File: config.mk
export PLATFORM = sky130hd
export DESIGN_NAME = cfg_serial_loader
export DESIGN_NICKNAME = d
export VERILOG_FILES = /design/src/rtl/cfg_loader_pkg.sv /design/src/rtl/cfg_sync_edge.sv /design/src/rtl/cfg_shift_reg.sv /design/src/rtl/cfg_load_ctrl.sv /design/src/rtl/cfg_serial_loader.sv
export SDC_FILE = /design/constraint.sdc
export NUM_CORES = 1
export LEC_CHECK = 0
export BUFFER_PORTS_ARGS = -buffer_cell sky130_fd_sc_hd__buf_2
export CORE_ASPECT_RATIO = 0.9
export CORE_MARGIN = 4
export CORE_UTILIZATION = 60
export CTS_BUF_LIST = sky130_fd_sc_hd__clkbuf_4 sky130_fd_sc_hd__clkbuf_8
export DETAILED_ROUTE_END_ITERATION = 10
export GPL_TIMING_DRIVEN = 0
export PLACE_DENSITY = 0.86
export SYNTH_ARGS = -nofsm -noshare
export SYNTH_HDL_FRONTEND = slang
export SYNTH_HIERARCHICAL = 1
export SYNTH_SLANG_ARGS = --single-unit
File: constraint.sdc
create_clock -name clk -period 4 [get_ports clk]
set_clock_uncertainty 0.05 [all_clocks]
set_input_delay 0 -clock clk [delete_from_list [all_inputs] [get_ports clk]]
set_output_delay 0 -clock clk [all_outputs]
set_load 0.005 [all_outputs]
File: src/rtl/cfg_loader_pkg.sv
package cfg_loader_pkg;
    localparam int PRIM_W = 20;
    localparam int AUX_W  = 8;
    localparam int SYNC_STAGES = 2;

    // positions of the inputs inside the synchronizer vector
    localparam int IN_SCLK = 0;
    localparam int IN_LOAD = 1;
    localparam int IN_HOP  = 2;
    localparam int IN_DATA = 3;
    localparam int IN_SEL  = 4;
    localparam int IN_W    = 5;

    typedef enum logic [1:0] {
        LD_IDLE   = 2'd0,
        LD_SHIFT  = 2'd1,
        LD_COMMIT = 2'd2
    } ld_state_t;
endpackage

File: src/rtl/cfg_sync_edge.sv
module cfg_sync_edge #(
    parameter int W = 5,
    parameter int STAGES = 2,
    parameter logic [W-1:0] RST_VAL = '0
) (
    input  logic         clk,
    input  logic         rst_n,
    input  logic [W-1:0] din,
    output logic [W-1:0] level,
    output logic [W-1:0] rise
);
    logic [W-1:0] pipe_q [STAGES];
    logic [W-1:0] prev_q;

    for (genvar g = 0; g < STAGES; g++) begin : g_stage
        if (g == 0) begin : g_first
            always_ff @(posedge clk or negedge rst_n) begin
                if (!rst_n) pipe_q[g] <= RST_VAL;
                else        pipe_q[g] <= din;
            end
        end else begin : g_next
            always_ff @(posedge clk or negedge rst_n) begin
                if (!rst_n) pipe_q[g] <= RST_VAL;
                else        pipe_q[g] <= pipe_q[g-1];
            end
        end
    end

    always_ff @(posedge clk or negedge rst_n) begin
        if (!rst_n) prev_q <= RST_VAL;
        else        prev_q <= pipe_q[STAGES-1];
    end

    assign level = pipe_q[STAGES-1];
    assign rise  = pipe_q[STAGES-1] & ~prev_q;
endmodule

File: src/rtl/cfg_shift_reg.sv
module cfg_shift_reg #(
    parameter int WIDTH = 8
) (
    input  logic             clk,
    input  logic             rst_n,
    input  logic             shift_en,
    input  logic             bit_in,
    output logic [WIDTH-1:0] q
);
    always_ff @(posedge clk or negedge rst_n) begin
        if (!rst_n)        q <= '0;
        else if (shift_en) q <= {q[WIDTH-2:0], bit_in};
    end
endmodule

File: src/rtl/cfg_load_ctrl.sv
module cfg_load_ctrl
    import cfg_loader_pkg::*;
(
    input  logic      clk,
    input  logic      rst_n,
    input  logic      load_lvl,
    input  logic      load_rise,
    input  logic      sclk_rise,
    input  logic      hop_rise,
    input  logic      sel_lvl,
    output logic      prim_shift,
    output logic      aux_shift,
    output logic      xfer,
    output logic      sel_latched,
    output ld_state_t state_o
);
    ld_state_t state_q, state_d;
    logic      sel_q, sel_d;

    // state register
    always_ff @(posedge clk or negedge rst_n) begin
        if (!rst_n) begin
            state_q <= LD_IDLE;
            sel_q   <= 1'b0;
        end else begin
            state_q <= state_d;
            sel_q   <= sel_d;
        end
    end

    // next state
    always_comb begin
        state_d = state_q;
        sel_d   = sel_q;
        unique case (state_q)
            LD_IDLE: begin
                if (!load_lvl) state_d = LD_SHIFT;
            end
            LD_SHIFT: begin
                if (load_rise) begin
                    state_d = LD_COMMIT;
                    sel_d   = sel_lvl;
                end
            end
            LD_COMMIT: begin
                state_d = load_lvl ? LD_IDLE : LD_SHIFT;
            end
            default: state_d = LD_IDLE;
        endcase
    end

    // outputs
    always_comb begin
        prim_shift = 1'b0;
        aux_shift  = 1'b0;
        xfer       = hop_rise;
        unique case (state_q)
            LD_IDLE: ;
            LD_SHIFT: begin
                prim_shift = sclk_rise && !sel_lvl;
                aux_shift  = sclk_rise &&  sel_lvl;
            end
            LD_COMMIT: begin
                if (!sel_q) xfer = 1'b1;
            end
            default: ;
        endcase
    end

    assign state_o     = state_q;
    assign sel_latched = sel_q;
endmodule

File: src/rtl/cfg_serial_loader.sv
module cfg_serial_loader
    import cfg_loader_pkg::*;
(
    input  logic              clk,
    input  logic              rst_n,
    input  logic              ser_clk,
    input  logic              ser_data,
    input  logic              load_n,
    input  logic              hop,
    input  logic              aux_sel,
    output logic [PRIM_W-1:0] active_word,
    output logic [AUX_W-1:0]  aux_word
);
    localparam logic [IN_W-1:0] SYNC_RST = IN_W'(1) << IN_LOAD;

    logic [IN_W-1:0]   raw_in, lvl, rise;
    logic              prim_shift, aux_shift, xfer, sel_latched;
    logic              hop_rise;
    ld_state_t         state_q;
    logic [PRIM_W-1:0] prim_q;
    logic [PRIM_W-1:0] active_q;

    always_comb begin
        raw_in          = '0;
        raw_in[IN_SCLK] = ser_clk;
        raw_in[IN_LOAD] = load_n;
        raw_in[IN_HOP]  = hop;
        raw_in[IN_DATA] = ser_data;
        raw_in[IN_SEL]  = aux_sel;
    end

    cfg_sync_edge #(.W(IN_W), .STAGES(SYNC_STAGES), .RST_VAL(SYNC_RST)) u_sync (
        .clk   (clk),
        .rst_n (rst_n),
        .din   (raw_in),
        .level (lvl),
        .rise  (rise)
    );

    assign hop_rise = rise[IN_HOP];

    cfg_load_ctrl u_ctrl (
        .clk         (clk),
        .rst_n       (rst_n),
        .load_lvl    (lvl[IN_LOAD]),
        .load_rise   (rise[IN_LOAD]),
        .sclk_rise   (rise[IN_SCLK]),
        .hop_rise    (hop_rise),
        .sel_lvl     (lvl[IN_SEL]),
        .prim_shift  (prim_shift),
        .aux_shift   (aux_shift),
        .xfer        (xfer),
        .sel_latched (sel_latched),
        .state_o     (state_q)
    );

    cfg_shift_reg #(.WIDTH(PRIM_W)) u_prim (
        .clk      (clk),
        .rst_n    (rst_n),
        .shift_en (prim_shift),
        .bit_in   (lvl[IN_DATA]),
        .q        (prim_q)
    );

    cfg_shift_reg #(.WIDTH(AUX_W)) u_aux (
        .clk      (clk),
        .rst_n    (rst_n),
        .shift_en (aux_shift),
        .bit_in   (lvl[IN_DATA]),
        .q        (aux_word)
    );

    always_ff @(posedge clk or negedge rst_n) begin
        if (!rst_n)    active_q <= '0;
        else if (xfer) active_q <= prim_q;
    end

    assign active_word = active_q;
endmodule

==> out/metrics.cfg <==
[timing]
relSlewSlack_pct=50.53
rsz0062_at_grt=false
finalSetupViolations=0
whs_ns=0.2366
hold_violations=0
tns_ns=0
worst_slew_pin_slew_ns=0.7421
max_freq_ghz=0.5879
slew_viol_final=0
finalWorstSetupSlack_ns=2.299
min_period_over_period_pct=42.52
finalCriticalPeriod_ns=1.701

[cells_and_area]
stdcell_area_sq_um=2999
syn2layout_area_growth_pct=19.08
fillers=279
layout-drive-gt1-share_pct=62.03
nets=189
diodes=0

[clock_network]
cts_buffers=9
cts_hold_buf=6
htree_levels=3
clockRootBuffer=clkbuf_8
clk_path_buf_depth=2
post_cts_buffers=0
insertion_delay_ns=0.33
clk_pin_slew_ns=0.07
cts_resized=0
cts.sinks=64
tritoncts=done

[power]
ir_drop_uv=289.5
p_leak_nw=1.556
cellPowerDensity_nw_per_um2=525.9

[global_route]
grt_antenna_before_repair=0
grt_pass1_wl_um=6617
grtUsageTotal_pct=16.51
grt_max_degree=65
grt_pass1_vias=1326
grt_overflow_total=0

[logic_synthesis]
syn_avg_cell_area_sq_um=19.23
synth_area_sq_um=2519
synth_cells=131
synth.net_count=138
ys_warn_count=6

[routing]
routed-via-count=1231
routed_via_density=5.238
wirelength_um=3807
drtIter0Drc=60
drtAntennaViolNets=0
drc=0
wire_per_inst_um=16.20
drtPass1Iterations=4

[placement]
portBuffers=34
place_congestion=0.7475
place_area_sq_um=2749
pre_cts_ws_ns=2.328
dp.final_hpwl_um=2488

[floorplan]
dieArea_sq_um=5300
die_y_um=69.47
ios=35
core_area_sq_um=4074
core.rowCount=22
chipWidth_um=76.30
start_util_pct=61.82

[worst_setup_path]
crit_path_end_kind=flop
crit_path_start_kind=flop
cp_data_required_time_ns=4.16
worst-path-max-fanout=10
arrival_ns=1.86
worst-r2r-setup-slack_ns=2.30
path_class=reg2reg

[hold_path]
hold_class=in2async

[outcome]
status=finished clean

[run]
drv_cap=0

## per-stage QoR
stage / cells / utilization (%) / power (mW)
after floorplan: 131 / - / 0.9839
after global routing: 235 / 73.62 / 1.657
after CTS: 235 / 73.56 / 1.603
after detailed placement: 213 / 67.48 / 1.085
final: 235 / 73.62 / 1.577
after global placement: 213 / 67.48 / 1.066
## worst max-delay path: stages (launching register included)
cell      delay [ns]
dfrtp_1         0.41
nand2b_1        0.19
nor3b_1         0.37
buf_6           0.24
mux2_4          0.32
## sequential cells by signal (all words and copies together), names as in the netlist
| register | count |
|---|---|
| u_aux/q | 8 |
| u_ctrl/state_o | 2 |
| u_ctrl/sel_latched | 1 |
| u_sync/pipe_q | 5 |
| u_sync/level | 5 |
| u_sync/prev_q | 3 |
| active_word | 20 |
| u_prim/q | 20 |
## placed cells by master, fill, tap and decap left out, types with 2 or more instances in the layout
| cell | instances |
|---|---|
| clkinv_2 | 3 |
| dlygate4sd3_1 | 6 |
| buf_6 | 5 |
| dfrtp_1 | 61 |
| buf_4 | 4 |
| dfstp_2 | 3 |
| nor2b_4 | 3 |
| mux2_4 | 49 |
| clkbuf_8 | 12 |
| nor3b_1 | 2 |
| buf_2 | 33 |
## worst paths after layout
kind,from,endpoint,cells past startpoint
max,u_ctrl/state_o[1],u_prim/q[9],4
min,rst_n,u_aux/q[5],2
max reg2reg,u_ctrl/state_o[1],u_prim/q[9],4
min reg2reg,u_sync/pipe_q[5],u_sync/level[0],0
max in group asynchronous,rst_n,u_prim/q[15],2
min in group clk,hop,u_sync/pipe_q[7],2
## routing by layer
layer / up-vias / GRT usage, % / wire, um
met5: - / 0 / 0
met4: 0 / 7.243 / 21
met3: 3 / 6.883 / 208
met2: 30 / 23.71 / 1803
met1: 646 / 22.05 / 1774
li1: 552 / - / -
## power by group
group	switching (mW)	internal, mW
clock network	0.222	0.279
logic	0.0877	0.177
registers	0.0702	0.741
## cell type report
| class | instances | area, sq um | area share [%] |
|---|---|---|---|
| clock inverter | 3 | 15.01 | 0.5006 |
| sequential | 64 | 1605 | 53.53 |
| multi-input combinational | 59 | 834.6 | 27.83 |
| clock buffer | 13 | 172.7 | 5.757 |
| buffer | 8 | 78.83 | 2.628 |
| timing repair buffer | 40 | 232.7 | 7.760 |
| tap | 48 | 60.06 | 2.003 |
Note: power is estimated with default switching activity, not from simulation.
